## config.mk

```make
export PLATFORM = sky130hd
export DESIGN_NAME = audio_dma_engine
export DESIGN_NICKNAME = d
export VERILOG_FILES = /design/src/rtl/audio_dma_pkg.sv /design/src/rtl/audio_dma_stream.sv /design/src/rtl/audio_dma_status.sv /design/src/rtl/audio_dma_engine.sv
export SDC_FILE = /design/constraint.sdc
export NUM_CORES = 1
export LEC_CHECK = 0
export ABC_CLOCK_PERIOD_IN_PS = 3200
export CAP_MARGIN = 20
export CELL_PAD_IN_SITES_DETAIL_PLACEMENT = 1
export CELL_PAD_IN_SITES_GLOBAL_PLACEMENT = 2
export CORE_MARGIN = 1.5
export CORE_UTILIZATION = 37
export CTS_CLUSTER_DIAMETER = 200
export DETAILED_ROUTE_END_ITERATION = 8
export GPL_TIMING_DRIVEN = 1
export PLACE_DENSITY = 0.9
export SKIP_LAST_GASP = 1
export SYNTH_ARGS = -nofsm -noshare
export SYNTH_HDL_FRONTEND = slang
export SYNTH_SLANG_ARGS = --single-unit
```

## constraint.sdc

```tcl
create_clock -name clk_i -period 3.2 [get_ports clk_i]
set_input_delay 0.64 -clock clk_i [delete_from_list [all_inputs] [get_ports clk_i]]
set_output_delay 0.64 -clock clk_i [all_outputs]
set_load 0.05 [all_outputs]
```

## src/rtl/audio_dma_pkg.sv

```systemverilog
package audio_dma_pkg;
  localparam int IDX_CTRL     = 0;
  localparam int IDX_BASE_ADR = 1;
  localparam int IDX_CUR_ADR  = 2;
  localparam int IDX_BASE_BUF = 3;
  localparam int IDX_CUR_BUF  = 4;
  localparam int IDX_BASE_PER = 5;
  localparam int IDX_CUR_PER  = 6;

  localparam int CB_RUN    = 0;
  localparam int CB_LOOP   = 1;
  localparam int CB_IRQEN  = 2;
  localparam int CB_WIDE   = 3;
  localparam int CB_STEREO = 4;
  localparam int CB_RESET  = 7;

  localparam int ERR_EN_LSB = 8;

  typedef struct packed {
    logic run;
    logic loop;
    logic irq_en;
    logic wide;
    logic stereo;
  } ctrl_t;

  function automatic logic [2:0] word_bytes(input logic wide, input logic stereo);
    return 3'd1 << ({1'b0, wide} + {1'b0, stereo});
  endfunction
endpackage

```

## src/rtl/audio_dma_stream.sv

```systemverilog
module audio_dma_stream
  import audio_dma_pkg::*;
#(
  parameter int ADDR_W = 32,
  parameter int CNT_W  = 16
) (
  input  logic              clk_i,
  input  logic              rst_ni,
  input  logic              wr_i,
  input  logic [2:0]        idx_i,
  input  logic [31:0]       wdata_i,
  input  logic              xfer_i,
  output logic              period_evt_o,
  output logic              stop_evt_o,
  output logic [ADDR_W-1:0] cur_addr_o,
  output logic [31:0]       rdata_o
);
  ctrl_t             ctrl_q;
  logic [ADDR_W-1:0] base_addr_q, cur_addr_q;
  logic [CNT_W-1:0]  base_buf_q, cur_buf_q, base_per_q, cur_per_q;

  logic [2:0]        step;
  logic [ADDR_W-1:0] step_a;
  logic [CNT_W-1:0]  step_c;
  logic              active, per_end, buf_end, ctrl_wr;

  assign step    = word_bytes(ctrl_q.wide, ctrl_q.stereo);
  assign step_a  = ADDR_W'(step);
  assign step_c  = CNT_W'(step);
  assign ctrl_wr = wr_i && (idx_i == 3'(IDX_CTRL));
  // control write takes the cycle; a coincident strobe is dropped
  assign active  = ctrl_q.run && xfer_i && !ctrl_wr;
  assign per_end = active && (cur_per_q <= step_c);
  assign buf_end = active && (cur_buf_q <= step_c);

  assign period_evt_o = per_end && ctrl_q.irq_en;
  assign stop_evt_o   = buf_end && !ctrl_q.loop;
  assign cur_addr_o   = cur_addr_q;

  always_ff @(posedge clk_i or negedge rst_ni) begin
    if (!rst_ni) begin
      ctrl_q      <= '0;
      base_addr_q <= '0;
      cur_addr_q  <= '0;
      base_buf_q  <= '0;
      cur_buf_q   <= '0;
      base_per_q  <= '0;
      cur_per_q   <= '0;
    end else if (ctrl_wr) begin
      ctrl_q.loop   <= wdata_i[CB_LOOP];
      ctrl_q.wide   <= wdata_i[CB_WIDE];
      ctrl_q.stereo <= wdata_i[CB_STEREO];
      if (wdata_i[CB_RESET]) begin
        ctrl_q.run    <= 1'b0;
        ctrl_q.irq_en <= 1'b0;
        base_addr_q   <= '0;
        cur_addr_q    <= '0;
        base_buf_q    <= '0;
        cur_buf_q     <= '0;
        base_per_q    <= '0;
        cur_per_q     <= '0;
      end else begin
        ctrl_q.run    <= wdata_i[CB_RUN];
        ctrl_q.irq_en <= wdata_i[CB_IRQEN];
      end
    end else begin
      if (active) begin
        cur_addr_q <= (buf_end && ctrl_q.loop) ? base_addr_q : cur_addr_q + step_a;
        cur_buf_q  <= buf_end ? (ctrl_q.loop ? base_buf_q : '0) : cur_buf_q - step_c;
        cur_per_q  <= per_end ? base_per_q : cur_per_q - step_c;
        if (buf_end && !ctrl_q.loop) ctrl_q.run <= 1'b0;
      end
      if (wr_i && idx_i == 3'(IDX_BASE_ADR)) begin
        base_addr_q <= wdata_i[ADDR_W-1:0];
        cur_addr_q  <= wdata_i[ADDR_W-1:0];
      end
      if (wr_i && idx_i == 3'(IDX_BASE_BUF)) begin
        base_buf_q <= wdata_i[CNT_W-1:0];
        cur_buf_q  <= wdata_i[CNT_W-1:0];
      end
      if (wr_i && idx_i == 3'(IDX_BASE_PER)) begin
        base_per_q <= wdata_i[CNT_W-1:0];
        cur_per_q  <= wdata_i[CNT_W-1:0];
      end
    end
  end

  always_comb begin
    rdata_o = '0;
    case (idx_i)
      3'(IDX_CTRL): begin
        rdata_o[CB_RUN]    = ctrl_q.run;
        rdata_o[CB_LOOP]   = ctrl_q.loop;
        rdata_o[CB_IRQEN]  = ctrl_q.irq_en;
        rdata_o[CB_WIDE]   = ctrl_q.wide;
        rdata_o[CB_STEREO] = ctrl_q.stereo;
      end
      3'(IDX_BASE_ADR): rdata_o = 32'(base_addr_q);
      3'(IDX_CUR_ADR):  rdata_o = 32'(cur_addr_q);
      3'(IDX_BASE_BUF): rdata_o = 32'(base_buf_q);
      3'(IDX_CUR_BUF):  rdata_o = 32'(cur_buf_q);
      3'(IDX_BASE_PER): rdata_o = 32'(base_per_q);
      3'(IDX_CUR_PER):  rdata_o = 32'(cur_per_q);
      default:          rdata_o = '0;
    endcase
  end


  buf_within_base_chk: assert property (@(posedge clk_i) disable iff (!rst_ni)
    cur_buf_q <= base_buf_q);


  per_within_base_chk: assert property (@(posedge clk_i) disable iff (!rst_ni)
    cur_per_q <= base_per_q);


  run_drop_cause_chk: assert property (@(posedge clk_i) disable iff (!rst_ni)
    $fell(ctrl_q.run) |-> $past(stop_evt_o || ctrl_wr));


  idle_addr_hold_chk: assert property (@(posedge clk_i) disable iff (!rst_ni)
    (!ctrl_q.run && !wr_i) |=> $stable(cur_addr_q));
endmodule

```

## src/rtl/audio_dma_status.sv

```systemverilog
module audio_dma_status
  import audio_dma_pkg::*;
#(
  parameter int NS = 2
) (
  input  logic          clk_i,
  input  logic          rst_ni,
  input  logic [NS-1:0] period_evt_i,
  input  logic [NS-1:0] stop_evt_i,
  input  logic          mabort_i,
  input  logic          tabort_i,
  input  logic          stat_wr_i,
  input  logic          chst_wr_i,
  input  logic [31:0]   wdata_i,
  output logic [31:0]   stat_o,
  output logic [31:0]   chst_o,
  output logic          irq_o
);
  localparam int FW = NS + 2;

  logic [FW-1:0] flags_q, set_vec, clr_vec, en_mask;
  logic [1:0]    err_en_q;
  logic [NS-1:0] chst_q, chst_clr;

  assign set_vec  = {tabort_i, mabort_i, period_evt_i};
  assign clr_vec  = stat_wr_i ? wdata_i[FW-1:0] : '0;
  assign chst_clr = chst_wr_i ? wdata_i[NS-1:0] : '0;
  assign en_mask  = {err_en_q, {NS{1'b1}}};

  always_ff @(posedge clk_i or negedge rst_ni) begin
    if (!rst_ni) begin
      flags_q  <= '0;
      err_en_q <= '0;
      chst_q   <= '0;
    end else begin
      flags_q <= (flags_q & ~clr_vec) | set_vec;
      chst_q  <= (chst_q & ~chst_clr) | stop_evt_i;
      if (stat_wr_i) err_en_q <= wdata_i[ERR_EN_LSB +: 2];
    end
  end

  assign irq_o = |(flags_q & en_mask);

  always_comb begin
    stat_o                  = '0;
    stat_o[FW-1:0]          = flags_q;
    stat_o[ERR_EN_LSB +: 2] = err_en_q;
    chst_o                  = '0;
    chst_o[NS-1:0]          = chst_q;
  end

  for (genvar i = 0; i < FW; i++) begin : g_flag_chk

    event_wins_chk: assert property (@(posedge clk_i) disable iff (!rst_ni)
      set_vec[i] |=> flags_q[i]);

    clear_only_by_write_chk: assert property (@(posedge clk_i) disable iff (!rst_ni)
      $fell(flags_q[i]) |-> $past(clr_vec[i]));
  end
endmodule

```

## src/rtl/audio_dma_engine.sv

```systemverilog
module audio_dma_engine
  import audio_dma_pkg::*;
#(
  parameter int NUM_STREAMS = 2,
  parameter int ADDR_W      = 32,
  parameter int CNT_W       = 16,
  parameter int REG_AW      = 3 + $clog2(NUM_STREAMS + 1)
) (
  input  logic                          clk_i,
  input  logic                          rst_ni,
  input  logic                          reg_we_i,
  input  logic [REG_AW-1:0]             reg_addr_i,
  input  logic [31:0]                   reg_wdata_i,
  output logic [31:0]                   reg_rdata_o,
  input  logic [NUM_STREAMS-1:0]        xfer_i,
  input  logic                          master_abort_i,
  input  logic                          target_abort_i,
  output logic [NUM_STREAMS*ADDR_W-1:0] mem_addr_o,
  output logic                          irq_o
);
  localparam int BLK_W = REG_AW - 3;

  logic [BLK_W-1:0]       blk;
  logic [2:0]             idx;
  logic [NUM_STREAMS-1:0] period_evt, stop_evt;
  logic [31:0]            srd [NUM_STREAMS];
  logic [31:0]            stat_rd, chst_rd;
  logic                   stat_wr, chst_wr;

  assign blk = reg_addr_i[REG_AW-1:3];
  assign idx = reg_addr_i[2:0];

  for (genvar s = 0; s < NUM_STREAMS; s++) begin : g_stream
    logic sel_wr;
    assign sel_wr = reg_we_i && (blk == BLK_W'(s));

    audio_dma_stream #(
      .ADDR_W (ADDR_W),
      .CNT_W  (CNT_W)
    ) i_stream (
      .clk_i        (clk_i),
      .rst_ni       (rst_ni),
      .wr_i         (sel_wr),
      .idx_i        (idx),
      .wdata_i      (reg_wdata_i),
      .xfer_i       (xfer_i[s]),
      .period_evt_o (period_evt[s]),
      .stop_evt_o   (stop_evt[s]),
      .cur_addr_o   (mem_addr_o[s*ADDR_W +: ADDR_W]),
      .rdata_o      (srd[s])
    );
  end

  assign stat_wr = reg_we_i && (blk == BLK_W'(NUM_STREAMS)) && (idx == 3'd0);
  assign chst_wr = reg_we_i && (blk == BLK_W'(NUM_STREAMS)) && (idx == 3'd1);

  audio_dma_status #(
    .NS (NUM_STREAMS)
  ) i_status (
    .clk_i        (clk_i),
    .rst_ni       (rst_ni),
    .period_evt_i (period_evt),
    .stop_evt_i   (stop_evt),
    .mabort_i     (master_abort_i),
    .tabort_i     (target_abort_i),
    .stat_wr_i    (stat_wr),
    .chst_wr_i    (chst_wr),
    .wdata_i      (reg_wdata_i),
    .stat_o       (stat_rd),
    .chst_o       (chst_rd),
    .irq_o        (irq_o)
  );

  always_comb begin
    reg_rdata_o = '0;
    for (int s = 0; s < NUM_STREAMS; s++) begin
      if (blk == BLK_W'(s)) reg_rdata_o = srd[s];
    end
    if (blk == BLK_W'(NUM_STREAMS)) begin
      if (idx == 3'd0) reg_rdata_o = stat_rd;
      else if (idx == 3'd1) reg_rdata_o = chst_rd;
    end
  end


  quiet_after_reset_chk: assert property (@(posedge clk_i)
    $rose(rst_ni) |-> !irq_o);
endmodule

```

# Word level (Yosys, flattened, before mapping)
# Index checks and enable logic that the tools add are counted.
[totals] elab_cells=179 ff_bits=274 inputBits=44
[classes] magnitude_cmp=4 reduce_logical=64 n_addsub=8 bitwise_logic=7 n_eq_ne=10 shifts=2 n_mux=59
[ops] cell="2-to-1 mux 32 bit" count=18
[ops] cell="2-to-1 mux 16 bit" count=27
[ops] cell="one-hot mux 27 bit (6 select lines)" count=2
[ops] cell="one-hot mux 5 bit (7 select lines)" count=2
[ops] cell="adder 32 x 3 -> 32 bit" count=2
[ops] cell="<= comparator 16 x 3 -> 1 bit" count=4
[ops] cell="subtractor 16 x 3 -> 16 bit" count=4
[ops] cell="AND reduction 2 bit" count=14
[ops] cell="logical AND 1 bit" count=27
[ops] cell="nonzero test 2 bit" count=10
[ops] cell="nonzero test 3 bit" count=6
[ops] cell="== test 3 bit (second input constant)" count=3
[ops] cell="bitwise AND 4 bit" count=2
[ops] cell="2-to-1 mux 1 bit" count=8
[ops] cell="== test 3 x 2 -> 1 bit (second input constant)" count=2
[ops] cell="left shift 1 x 2 -> 3 bit (first input constant)" count=2
[ops] cell="adder 1 x 1 -> 2 bit" count=2
[ops] cell="zero test 1 bit" count=4
[ops] cell="2-to-1 mux 4 bit" count=1
[ops] cell="!= test 2 bit (second input constant)" count=2
[ops] cell="inverter 4 bit" count=1
[ops] cell="OR 4 bit" count=1
[ops] cell="OR reduction 4 bit" count=1
[ops] cell="== test 3 x 1 -> 1 bit (second input constant)" count=1
[ops] cell="other kinds (8)" count=8

# Logic depth before layout (Yosys ltp)
# Gate-level depths: netlist of the first run.
[logic_depth] ltp_word=11 ltp_mapped=13

# Modules after synthesis
# From an unflattened synthesis of the first run, not the netlist that was laid out.
[unflattened] hier_cells=2056 hier_area_um2=18758.0
[by_module_without_submodules] module="audio_dma_stream (g_stream[0].i_stream)" n_inst=1 seq_area_each_um2=3328.2 cells_each=934 area_each_um2=8473.1
[by_module_without_submodules] module="audio_dma_stream (g_stream[1].i_stream)" n_inst=1 seq_area_each_um2=3328.2 cells_each=921 area_each_um2=8395.6
[by_module_without_submodules] module="audio_dma_engine" n_inst=1 seq_area_each_um2=0.0 cells_each=119 area_each_um2=1159.9
[by_module_without_submodules] module="audio_dma_status" n_inst=1 seq_area_each_um2=200.2 cells_each=82 area_each_um2=729.4

# Worst setup path after synthesis of the first run
# No wires, ideal clock.
[synth_timing] kind="in2out" start="in reg_addr_i[2]" end="out reg_rdata_o[2]" required_ps=2560 t_arrival_ps=3143 path_slack_ps=-583 n_path_buf=3 path_stages=9 path_cell_list="clkbuf_1 nor2b_1 nor2b_1 clkbuf_1 clkbuf_1 a22oi_1 a21oi_1 a31oi_1 o21ai_0"
[synth_via] elab_chain_cells=7 elab_cells_between_ends=14 classes_between="eq/ne (6); mux (7); reduce/logical (1)"
[synth_lines] item="start, declared" line="audio_dma_engine.sv:12" source="input logic [REG_AW-1:0] reg_addr_i,"
[synth_lines] item="== test 3 bit, or another cell as far along" line="audio_dma_stream.sv:90" source="case (idx_i)"
[synth_lines] item="one-hot mux 5 bit (7 select lines)" line="audio_dma_stream.sv:90"
[synth_lines] item="2-to-1 mux 32 bit (2 in series)" line="audio_dma_engine.sv:77" source="if (blk == BLK_W'(s)) reg_rdata_o = srd[s];"
[synth_lines] item="2-to-1 mux 32 bit" line="audio_dma_engine.sv:81" source="else if (idx == 3'd1) reg_rdata_o = chst_rd;"
[synth_lines] item="2-to-1 mux 32 bit" line="audio_dma_engine.sv:80" source="if (idx == 3'd0) reg_rdata_o = stat_rd;"
[synth_lines] item="2-to-1 mux 32 bit (*)" line="audio_dma_engine.sv:79" source="if (blk == BLK_W'(NUM_STREAMS)) begin"
[synth_lines] item="end, declared" line="audio_dma_engine.sv:14" source="output logic [31:0] reg_rdata_o,"
# Every way passes the cells marked *; elsewhere a longest branch is shown, timed or not.

# Worst setup path after layout of the first run
[layout_timing] start="in reg_addr_i[1]" end="out reg_rdata_o[2]"
# Same word-level chain as after synthesis.

==> results by stage, run 1 <==
Run:
- Across the run, the number of max-cap violations was 0.

Placement:
- At the placement stage, the worst setup path has a slack of -0.393 ns.
- The placed instances occupy a cell area of 21600 um2.
- The number of port buffers is 140.
- Once detailed placement completed, the half-perimeter wirelength came to between 60 and 70 mm.
- The weighted congestion reported at the end of routability-driven placement is 0.990.
- The number of placed instances, taps included is between 2000 and 3000.

Yosys:
- The netlist uses between 70 and 80 different library cells.
- The portion of synthesized cell area occupied by the leading cell type is 0.395.
- In the synthesized netlist the async set-or-reset flop fraction comes to 1.00.
- The mean post-synth cell area is around 8.8 um2.
- The number of synthesized flops with an enable pin is 0.
- The net count after synthesis is between 2000 and 2500.
- The most used flip-flop cell after synthesis is sky130_fd_sc_hd__dfrtp_1.
- The number of instances in the synthesized netlist is 1967.
- Yosys printed 0 warnings.
- In the post-synthesis netlist, the biggest area contributors are sky130_fd_sc_hd__dfrtp_1, sky130_fd_sc_hd__a22o_1, sky130_fd_sc_hd__a22oi_1, sky130_fd_sc_hd__o21ai_0, sky130_fd_sc_hd__nand2_1.
- The synthesized design contains 274 register bits.
- The sequential fraction of the synthesis area is 0.395.
- After synthesis the cells add up to about 17000 um2.
- The dominant cell type by area after synthesis is sky130_fd_sc_hd__dfrtp_1.

Floorplanning:
- The total die area is 48200 um2.
- The die width is approximately 220 um.
- For this design the top-level I/O count stands at between 100 and 150.
- The number of rows in the core area is just under 80.
- The overall die height is approximately 220 um.
- The total core area is approximately 46000 um2.
- The starting density of the core is 0.374.

STA:
- The number of failing setup endpoints in the final timing report is 0.
- The worst path meets setup with approximately 0.078 ns of slack.
- The worst path in the final design needs a cycle of between 3 and 4 ns, including I/O delays and setup.
- The worst max-slew margin expressed relative to the limit is 0.197.
- The number of failing hold endpoints at the final stage is 0.
- Setup repair after global routing could not meet its margin everywhere.
- The final hold slack is a little under 0.1 ns.
- The maximum clock skew at final layout is 0.0195 ns.
- The fraction of the cycle the final worst path needs is 0.975.
- The final sum of negative setup slack is 0 ns.
- At the pin with the least slew margin, the transition time is 1.20 ns.
- The max-slew violation count is 0.
- The maximum frequency from static timing analysis is between 0.3 and 0.4 GHz.

Setup path:
- Walking the worst path, the cells encountered are clkbuf_2 > buf_4 > buf_4 > and2_1 > buf_4 > o2bb2ai_1 > mux2i_1 > a21oi_1 > a31oi_1 > o21ai_1 > buf_4 > buf_12.
- STA classifies the critical path endpoint as an output pin.
- At the worst endpoint, the arrival time is between 2 and 2.5 ns.
- The kind of critical path is in -> out.
- The startpoint of the lowest-slack register-to-register path is g_stream[1].i_stream.ctrl_q[1]$_DFFE_PN0P_.
- The delay contributed by the slowest stage of the critical path is around 0.21 ns.
- Among all stages on the critical path, the largest delay is contributed by sky130_fd_sc_hd__a31oi_1.
- STA classifies the critical path startpoint as an input port.
- The maximum fanout encountered on the critical timing path is 14.
- The launch point of the critical path is reg_addr_i[1].
- The most frequent cell on the critical path is sky130_fd_sc_hd__buf_4.
- For the worst setup path, the data required time is 2.56 ns.

Routing:
- The detailed router finished its first iteration with around 2300 violations.
- After detailed routing, the number of remaining DRC violations is 0.
- The detailed router placed 19300 vias in this run.
- The first detailed-routing pass took 6 iterations.
- The average via count per standard cell is around 6.7.
- The post-detailed-route wirelength per cell is roughly 29 um.
- The remaining antenna violation count is 0.
- The routed design has roughly 84 mm of wire.

Clock network:
- The total clock buffers created by CTS is 35.
- For this design, the sink count on the clock tree is ~270.
- The root buffer cell is sky130_fd_sc_hd__clkbuf_16.
- After clock tree synthesis, the clock-pin slew on the worst setup and hold paths is about 0.060 ns.
- The cts-stage hold buffer count is 0.
- Counting along the longest clock path gives a buffer depth of 3.
- The later-pin clock latency in the skew report is about 0.57 ns.
- TritonCTS built the clock tree.
- The H-tree was split into 2 levels.

Global route:
- The via count of the first global-routing pass is around 20000.
- The global-route total usage across every layer is 0.348.
- The first global-routing pass estimated around 130 mm of wire.
- Entering global routing, the biggest net connects 77 pins.
- The number of antenna violations at the first check in global routing is 2.
- The total overflow left after global routing is 0.

Power:
- The reported leakage power is just under 10 nW.
- The power per cell area is ~810 nW/um2.
- The total power is 18.7 mW.
- The largest vdd supply drop is about 0.00038 V.

Hold path:
- The path class of the tightest hold or removal check is in -> async.

Layout:
- The layout-stage area growth over the synthesis result is 33.2%.
- The number of nets at the end of the flow is between 2000 and 2500.
- At the end of the flow the core is filled with cells to 0.498.
- After routing the design area is around 23000 um2.
- Once layout is complete, the cells apart from fillers number 2862.
- In the final layout, the share of cells above drive strength 1 is 0.201.

Outcome:
- The run finished with clean final reports.
==> registers in the layout (all words and copies together) (netlist names) <==
register and cells:
g_stream.i_stream.base_addr_q 64, g_stream.i_stream.cur_addr_o 64, g_stream.i_stream.base_buf_q 32, g_stream.i_stream.base_per_q 32
g_stream.i_stream.cur_buf_q 32, g_stream.i_stream.cur_per_q 32, g_stream.i_stream.ctrl_q 10, i_status.flags_q 4
i_status.chst_q 2, i_status.err_en_q 2
==> critical path: cells and delay by family <==
| kind | cells | cell delay, ns |
|---|---|---|
| AOI/OAI and AO/OA | 4 | 0.54 |
| buffers and inverters | 6 | 0.94 |
| and+or+nand+nor | 1 | 0.19 |
| muxes | 1 | 0.16 |
==> Yosys cell counts (8+ instances only) <==
cell type,count
sky130_fd_sc_hd__a211o_1,8
sky130_fd_sc_hd__a211oi_1,32
sky130_fd_sc_hd__a21oi_1,109
sky130_fd_sc_hd__a221o_1,19
sky130_fd_sc_hd__a221oi_1,27
sky130_fd_sc_hd__a22o_1,136
sky130_fd_sc_hd__a22oi_1,132
sky130_fd_sc_hd__a31oi_1,32
sky130_fd_sc_hd__and2_1,9
sky130_fd_sc_hd__and3_1,20
sky130_fd_sc_hd__and4_1,8
sky130_fd_sc_hd__buf_1,13
sky130_fd_sc_hd__clkbuf_1,151
sky130_fd_sc_hd__dfrtp_1,274
sky130_fd_sc_hd__ha_1,20
sky130_fd_sc_hd__inv_1,31
sky130_fd_sc_hd__mux2i_1,30
sky130_fd_sc_hd__nand2_1,180
sky130_fd_sc_hd__nand2b_1,8
sky130_fd_sc_hd__nand3_1,41
sky130_fd_sc_hd__nand4_1,26
sky130_fd_sc_hd__nor2_1,129
sky130_fd_sc_hd__nor2b_1,14
sky130_fd_sc_hd__nor3_1,55
sky130_fd_sc_hd__nor4_1,26
sky130_fd_sc_hd__o211ai_1,17
sky130_fd_sc_hd__o21ai_0,144
sky130_fd_sc_hd__o22ai_1,35
sky130_fd_sc_hd__o31ai_1,9
sky130_fd_sc_hd__or3_1,14
sky130_fd_sc_hd__xnor2_1,38
sky130_fd_sc_hd__xor2_1,53
==> path summary, 6_finish.rpt <==
kind | end | slack (ns) | cells after the start
min | g_stream[0].i_stream.cur_addr_o[21]$_DFFE_PN0P_ | 0.1 | 1
max in group asynchronous | g_stream[1].i_stream.base_per_q[8]$_DFFE_PN0P_ | 2.22 | 2
max reg2reg | g_stream[1].i_stream.cur_addr_o[28]$_DFFE_PN0P_ | 0.10 | 11
min in group clk_i | i_status.chst_q[1]$_DFF_PN0_ | 0.50 | 2
max | reg_rdata_o[2] | 0.08 | 12
min reg2reg | i_status.chst_q[1]$_DFF_PN0_ | 0.50 | 2
==> where the power goes <==
group	leakage, nW	internal, mW	switching, mW
combinational	5.69	3.34	4.85
clock	0.585	2.53	1.66
sequential	3.56	4.40	1.88
==> final cells by class <==
cell class / count / area, um2
diodes: 1 / 2.50
repair buffers: 400 / 4020
clock inverters: 9 / 141
flip-flops and latches: 274 / 6860
inverters: 32 / 120
well taps: 607 / 759
fillers: 5218 / 23300
multi-input cells: 1485 / 10200
clock buffers: 54 / 1060
==> cell families (layout without fill, tap and decap cells) <==
kind of cell / Yosys count / in the layout / synth area share
simple gates: 572 / 573 / 0.163
compound gates: 758 / 758 / 0.305
other cells: 0 / 1 / 0
fa+ha+maj: 26 / 26 / 0.0214
flops: 274 / 274 / 0.395
buf+inv: 209 / 495 / 0.0477
mux: 37 / 37 / 0.0219
xor+xnor: 91 / 91 / 0.0459
==> routing by layer <==
metal  wire length, um  GRT usage  share of wire
met5                25          0        0.00030
met4              4520      0.177          0.054
met3              8070     0.0676          0.096
met2             38000      0.543           0.45
met1             33700      0.459           0.40
==> repair_timing <==
action	4_1_cts	5_1_grt
setup buffers	1	0
setup endpoints to repair	32	40
gates cloned	1	0
pin swaps	3	2
gates resized for setup	41	20
==> layout by cell type, fill, tap and decap left out, types with 11 or more instances in the layout <==
cell type | synthesis | routed
sky130_fd_sc_hd__a211oi_1 | 32 | 31
sky130_fd_sc_hd__a21oi_1 | 109 | 107
sky130_fd_sc_hd__a221o_1 | 19 | 19
sky130_fd_sc_hd__a221oi_2 | 0 | 15
sky130_fd_sc_hd__a22o_1 | 136 | 136
sky130_fd_sc_hd__a22oi_1 | 132 | 127
sky130_fd_sc_hd__a31oi_1 | 32 | 32
sky130_fd_sc_hd__and3_1 | 20 | 20
sky130_fd_sc_hd__buf_12 | 0 | 57
sky130_fd_sc_hd__buf_4 | 3 | 228
sky130_fd_sc_hd__clkbuf_16 | 0 | 36
sky130_fd_sc_hd__clkdlybuf4s50_1 | 0 | 102
sky130_fd_sc_hd__dfrtp_1 | 274 | 274
sky130_fd_sc_hd__ha_1 | 20 | 20
sky130_fd_sc_hd__inv_1 | 31 | 31
sky130_fd_sc_hd__mux2i_1 | 30 | 30
sky130_fd_sc_hd__nand2_1 | 180 | 178
sky130_fd_sc_hd__nand3_1 | 41 | 41
sky130_fd_sc_hd__nand4_1 | 26 | 26
sky130_fd_sc_hd__nor2_1 | 129 | 121
sky130_fd_sc_hd__nor2b_1 | 14 | 11
sky130_fd_sc_hd__nor3_1 | 55 | 52
sky130_fd_sc_hd__nor4_1 | 26 | 23
sky130_fd_sc_hd__o211ai_1 | 17 | 17
sky130_fd_sc_hd__o21ai_0 | 144 | 140
sky130_fd_sc_hd__o22ai_2 | 0 | 24
sky130_fd_sc_hd__or3_1 | 14 | 13
sky130_fd_sc_hd__xnor2_1 | 38 | 38
sky130_fd_sc_hd__xor2_1 | 53 | 53
(Power assumes the default switching activity.)
==> inputs of run 2 (changes only) <==
--- a/config.mk
+++ b/config.mk
@@ -15,7 +15,7 @@
 export DETAILED_ROUTE_END_ITERATION = 8
 export GPL_TIMING_DRIVEN = 1
 export PLACE_DENSITY = 0.9
-export SKIP_LAST_GASP = 1
+export SLEW_MARGIN = 20
 export SYNTH_ARGS = -nofsm -noshare
 export SYNTH_HDL_FRONTEND = slang
 export SYNTH_SLANG_ARGS = --single-unit
==> run 2 against run 1 <==
Core utilization decreased by 0.28 points. Setup slack worse by 0.0031 ns. Fmax is essentially flat. Critical path type unchanged. Critical endpoint is now reg_rdata_o[13].
==> results by stage, run 2 (same netlist as run 1, synthesis figures left out) <==
Outcome:
- The flow ran to the end, and the final reports show no timing, DRC or antenna violations.

Floorplanning:
- From bottom edge to top edge, the die measures approximately 220 um.
- The die width is around 220 um.
- For this configuration, the core starts out at a cell density of 0.374.
- The boundary pin count is 141.
- The total core area is roughly 46000 um2.
- The die covers 48200 um2.
- The number of rows in the core area is between 70 and 80.

Clock network:
- The clock sink total is approximately 270.
- Clock latency on the worst-skew pair, taken at its later pin, is 0.56 ns.
- The total clock buffers created by CTS is 35.
- The cts-stage hold buffer count is 0.
- The maximum count of clock buffers along a single path is 3.
- The root buffer cell is sky130_fd_sc_hd__clkbuf_16.
- The CTS tree is done.
- In this run the number of H-tree levels came out at 2.
- The clock-pin slew on the worst setup and hold paths is around 0.060 ns.

STA:
- The worst max-slew margin expressed relative to the limit is 0.174.
- The final critical delay including setup and external delays is about 3.1 ns.
- The final hold slack is between 0.06 and 0.07 ns.
- The number of failing hold endpoints at the final stage is 0.
- The maximum frequency from static timing analysis is between 0.3 and 0.4 GHz.
- The worst-margin pin slew is between 1 and 1.5 ns.
- Once routing completed, OpenROAD measured the worst setup slack at between 0.07 and 0.08 ns.
- The maximum clock skew at final layout is 0.0256 ns.
- In the finished design, the share of the clock period the worst path needs comes to 0.976.
- Setup repair after global routing could not meet its margin everywhere.
- The number of failing setup endpoints in the final timing report is 0.
- The max-slew violation count is 0.

Setup path:
- STA classifies the critical path endpoint as an output pin.
- The critical path is of the in -> out type.
- The delay contributed by the slowest stage of the critical path is a little under 0.3 ns.
- The most frequent cell on the critical path is sky130_fd_sc_hd__buf_12.
- The arrival time at the worst endpoint is ~2.5 ns.
- The length in cells of the worst reg-to-reg path is 12.
- The cell with the largest stage delay on the worst path is sky130_fd_sc_hd__a221o_1.
- The startpoint identified for the worst register-to-register timing path is g_stream[0].i_stream.ctrl_q[1]$_DFFE_PN0P_.
- The worst register-to-register path has a setup slack of 0.13 ns.
- The number of buffers and inverters on the critical path is 3.
- The reg-to-reg endpoint is g_stream[0].i_stream.cur_addr_o[31]$_DFFE_PN0P_.
- Of all nets on the critical path, the largest fanout is 10.
- The required time at the worst-slack endpoint is 2.56 ns.
- The worst setup path is launched from an input port.
- The launch point of the critical path is reg_addr_i[2].
- The signal on the critical path passes through dlygate4sd2_1 > nor2b_4 > and2_1 > buf_12 > a22o_1 > a221o_1 > a221oi_2 > o22ai_2 > buf_12.
- The gate family responsible for the most delay along the worst path is compound AO/OA/AOI/OAI gates.

Run:
- Max-cap violations in this run came to 0.

Layout:
- The layout-stage area growth over the synthesis result is 32.5%.
- The leading cell type in the layout, fill and taps excluded is sky130_fd_sc_hd__dfrtp_1.
- The post-route standard cell area excluding fillers is around 23000 um2.
- In the layout the commonest cells are sky130_fd_sc_hd__dfrtp_1, sky130_fd_sc_hd__buf_4, sky130_fd_sc_hd__nand2_1.
- The number of nets at the end of the flow is between 2000 and 2500.
- The share of cells above drive strength 1 is 0.201.
- 0 antenna diodes ended up in the layout.

Global route:
- The most used routing layer is met2.
- After global routing the overflow that remains totals 0.
- The met2 usage in global routing is 0.543.
- The met3 track demand over resource in global routing is 0.0669.
- For this run, global-route usage on met1 was measured as 0.461.
- The first global-routing pass estimated around 130 mm of wire.
- The pin count of the biggest net entering global routing is 77.
- The via count of the first global-routing pass came to slightly below 20000.
- The number of antenna violations at the first check in global routing is 1.
- In the global route stage, overall resource usage came out at 0.349.

Routing:
- In the routed layout, each cell is associated on average with a via count of slightly below 7.
- For this run, the detailed router's first-pass iteration total came to 5.
- The number of vias after detailed routing is ~19000.
- The DRC violations left is 0.
- After detailed routing, the average wire length per cell comes to around 30 um.
- In this run the remaining antenna-violating nets after routing total 0.
- The first routing iteration left 2133 violations.
- The routed design has about 84 mm of wire.

Placement:
- The number of port buffers is 140.
- The post-placement cell area is ~22000 um2.
- The HPWL after detailed placement is 62.0 mm.
- Before CTS, the worst setup slack after placement is -0.375 ns.
- The weighted congestion reported at the end of routability-driven placement is roughly 0.99.

Hold path:
- The tightest min-delay check is of the in -> async type.

Power:
- The worst-case IR drop observed on VDD is ~0.0005 V.
- Dividing total power by cell area gives a power density of between 800 and 900 nW/um2.
- The reported leakage power is a little under 10 nW.
==> run 2: how the worst max path moves through the flow <==
stage	to	slack [ns]	cells after the start
2_1_floorplan	reg_rdata_o[2]	-0.21	9
3_3_place_gp	reg_rdata_o[10]	-0.28	11
3_5_place_dp	reg_rdata_o[8]	-0.37	9
4_1_cts	reg_rdata_o[2]	0.005	12
5_1_grt	g_stream[0].i_stream.cur_addr_o[31]$_DFFE_PN0P_	-0.006	11
6_report	reg_rdata_o[13]	0.08	9
==> run 2: layer usage <==
metal	routed length (um)	share of wire	vias up
li1	-	-	7985
met1	33600	0.40	9812
met2	37500	0.45	1138
met3	8010	0.095	309
met4	4890	0.058	2
met5	11	0.00013	-
==> run 2: what timing repair did <==
| item | CTS | global route |
|---|---|---|
| pin swaps | 4 | 2 |
| setup buffers | 1 | 1 |
| setup endpoints to repair | 32 | 41 |
| gates resized for setup | 36 | 23 |
==> run 2: stage by stage <==
| stage | total power [mW] | TNS [ns] | utilization | cells |
|---|---|---|---|---|
| global placement | 13.7 | -16.82 | 0.466 | 2793 |
| global route | 19.2 | -0.00593 | 0.496 | 2856 |
| floorplan | 10.6 | -0.207 | - | 1967 |
| CTS | 18.2 | 0 | 0.494 | 2855 |
| detailed placement | 14.1 | -16.93 | 0.466 | 2793 |
| finish | 18.5 | 0 | 0.496 | 2856 |
==> run 2: cell type report <==
cell class | count | area (um2)
fillers | 5217 | 23400
multi-input cells | 1484 | 10100
flip-flops and latches | 274 | 6860
repair buffers | 397 | 3980
clock buffers | 52 | 1050
well taps | 607 | 759
inverters | 32 | 120
clock inverters | 10 | 90.1
==> run 2: report_power, final <==
group	internal [mW]	switching, mW
clock	2.36	1.66
sequential	4.40	1.88
combinational	3.34	4.82
total	10.1	8.35
==> inputs of run 3 (changes only) <==
--- a/config.mk
+++ b/config.mk
@@ -5,7 +5,7 @@
 export SDC_FILE = /design/constraint.sdc
 export NUM_CORES = 1
 export LEC_CHECK = 0
-export ABC_CLOCK_PERIOD_IN_PS = 3200
+export ABC_CLOCK_PERIOD_IN_PS = 3130
 export CAP_MARGIN = 20
 export CELL_PAD_IN_SITES_DETAIL_PLACEMENT = 1
 export CELL_PAD_IN_SITES_GLOBAL_PLACEMENT = 2
==> constraint.sdc (replaced) <==
create_clock -name clk_i -period 3.13 [get_ports clk_i]
set_input_delay 0.626 -clock clk_i [delete_from_list [all_inputs] [get_ports clk_i]]
set_output_delay 0.626 -clock clk_i [all_outputs]
set_load 0.05 [all_outputs]
==> run 3 against run 2 <==
Non-clock buffer count is 16 higher. Wire length is 4.9% higher. Sequential power is 5.1% higher. Combinational power is 2% higher. Hold slack better by 0.00076 ns. Largest cell class unchanged.
==> results by stage, run 3 (same netlist as run 1, synthesis figures left out) <==
Outcome:
- The flow ran to the end, and the final reports show no timing, DRC or antenna violations.

Layout:
- The layout-stage area growth over the synthesis result is 33.8%.
- The share of cells above drive strength 1 is 0.204.
- The sequential cell area is 6860 um2.
- In the final layout, the multi-input gates occupy 10200 um2.
- The top cell types in the final layout, fill and taps aside, are sky130_fd_sc_hd__dfrtp_1, sky130_fd_sc_hd__buf_4, sky130_fd_sc_hd__nand2_1.
- The post-route standard cell area excluding fillers is 23200 um2.
- The library cell used most frequently in the layout, excluding fill and tap cells, is sky130_fd_sc_hd__dfrtp_1.
- The number of inserted diodes is 0.
- The number of nets at the end of the flow is roughly 2300.
- Fill cells in the final layout number ~5200.

Hold path:
- The classification of the worst-slack hold path is in -> async.

Clock network:
- The clock net in this run drives a total of 274 sinks.
- The clock passes through at most 3 buffers.
- The total clock buffers created by CTS is 36.
- TritonCTS built the clock tree.
- The H-tree was split into 2 levels.
- The root buffer cell is sky130_fd_sc_hd__clkbuf_16.
- The clock-pin slew on the worst setup and hold paths is about 0.06 ns.
- The cts-stage hold buffer count is 0.
- The later-pin clock latency in the skew report is ~0.56 ns.

Setup path:
- STA puts the critical path data required time at roughly 2.5 ns.
- The nature of the critical path startpoint is a flip-flop.
- The count of buffering cells on the critical path with inverters included is 2.
- The arrival time at the worst endpoint is between 2 and 3 ns.
- The kind of critical path is reg -> out.
- The maximum fanout encountered on the critical timing path is 7.
- The slowest stage of the critical path belongs to the cell sky130_fd_sc_hd__dfrtp_2.
- The critical path goes through mux2_2 > a221oi_2 > buf_4 > a211oi_1 > a211o_1 > buf_12.
- The kind of end point of the critical path is an output pin.
- The kind of cell with the highest combined delay along the critical path is compound AO/OA/AOI/OAI gates.
- The delay contributed by the slowest stage of the critical path is about 0.48 ns.

STA:
- The worst-margin pin slew is just over 0.9 ns.
- The worst max-slew margin expressed relative to the limit is 0.376.
- After layout, the minimum clock period comes to around 3.1 ns.
- Based on the critical path, the design can be clocked at up to roughly 0.32 GHz.
- The final sum of negative setup slack is 0 ns.
- The max-slew violation count is 0.
- The clock arrives with between 0.015 and 0.02 ns of skew.
- Setup repair after global routing could not meet its margin everywhere.
- Setup violations remaining at the end of the flow were counted as 0.
- The number of failing hold endpoints at the final stage came to 0.
- The fraction of the cycle the final worst path needs is 0.998.

Floorplanning:
- The boundary pin count is 141.
- The total area inside the core boundary comes to 46400 um2.
- Measured along the y axis, the die boundary spans ~220 um.
- For this configuration, the core starts out at a cell density of 0.374.
- The total die area is between 40000 and 50000 um2.
- The number of rows in the core area is 79.
- The die width is 220 um.

Global route:
- Summed over all layers, the global routing overflow is 0.
- The pin count of the biggest net entering global routing is 80.
- The first global-routing pass estimated ~130 mm of wire.
- The number of antenna violations at the first check in global routing came to 0.
- The via count of the first global-routing pass was about 19000.
- The global-route total usage across every layer is 0.366.

Placement:
- The count of buffers added on input and output ports is 140.
- The post-placement cell area is ~22000 um2.
- The HPWL after detailed placement is around 66 mm.
- The weighted congestion reported at the end of routability-driven placement is 1.03.

Routing:
- The count of nets left with antenna violations once routing finished came out at 0.
- The number of vias after detailed routing is 19100.
- The final layout contains routed wiring with a total length of roughly 88 mm.
- The average via count per standard cell is 6.66.
- After the first detailed-routing iteration, the DRC count stood at 2351.
- The DRC violations left is 0.
- The first-pass iteration count of the detailed router is 5.
- The post-detailed-route wirelength per cell is slightly above 30 um.

Power:
- The analysis attributes to cell leakage a power of a little under 10 nW.
- Of the total power, combinational logic draws 0.432.
- The power per cell area is 829 nW/um2.
- The largest vdd supply drop is just over 0.0005 V.
- The sequential share of power is 0.343.
- The share of total power dissipated in the clock network is 0.225.
- The proportion of total power due to net switching is 0.452.
- The net switching power of the design is ~8.7 mW.
- The internal power is between 10 and 15 mW.

Run:
- The tool flagged a number of max-cap violations equal to 0.
[run 3: worst paths after layout]
kind | startpoint | end | slack, ns | depth (start not counted)
max | g_stream[0].i_stream.cur_addr_o[8]$_DFFE_PN0P_ | reg_rdata_o[8] | 0.005 | 6
max in group asynchronous | rst_ni | g_stream[1].i_stream.cur_per_q[5]$_DFFE_PN0P_ | 2.16 | 2
min | rst_ni | g_stream[1].i_stream.cur_addr_o[21]$_DFFE_PN0P_ | 0.07 | 1
min in group clk_i | i_status.chst_q[0]$_DFF_PN0_ | i_status.chst_q[0]$_DFF_PN0_ | 0.51 | 2
max reg2reg | g_stream[0].i_stream.cur_buf_q[7]$_DFFE_PN0P_ | g_stream[0].i_stream.cur_addr_o[25]$_DFFE_PN0P_ | 0.04 | 7
min reg2reg | i_status.chst_q[0]$_DFF_PN0_ | i_status.chst_q[0]$_DFF_PN0_ | 0.51 | 2
[run 3: power by group through the flow]
stage	sequential (mW)	combinational (mW)	clock [mW]
after global routing	6.64	8.92	4.48
after detailed placement	6.53	8.04	0
after floorplan	6.43	4.45	0
after global placement	6.52	7.77	0
after CTS	6.50	8.15	4.36
final	6.60	8.31	4.32
[run 3: layout make-up]
cell class / count / share of cell area
well taps: 607 / 0.0327
multi-input cells: 1485 / 0.439
flip-flops and latches: 274 / 0.296
repair buffers: 413 / 0.177
clock inverters: 14 / 0.00895
clock buffers: 47 / 0.0420
inverters: 32 / 0.00518
[run 3: repair_timing]
item / in CTS / in global routing
gates resized for setup: 33 / 22
pin swaps: 3 / 4
buffers inserted: 0 / 6
endpoints found under the setup margin: 32 / 52
gates cloned: 0 / 1
[run 3: layer usage]
metal  vias up  global-route usage  share of wire
met3       250              0.0640          0.081
met4         0               0.187          0.053
met1      9848               0.482           0.41
met2       987               0.575           0.46
met5         -                   0              0
li1       8052                   -              -
[run 3: through the flow]
stage               utilization  power, mW  setup WS, ns  cells  hold WS (ns)
floorplan                     -       10.9        -0.278   1967         0.330
global placement          0.469       14.3        -0.428   2804         0.494
detailed placement        0.469       14.6        -0.496   2804         0.500
CTS                       0.498       19.0        0.0129   2865        0.0966
global route              0.500       20.0       -0.0483   2872         0.125
finish                    0.500       19.2       0.00509   2872        0.0679
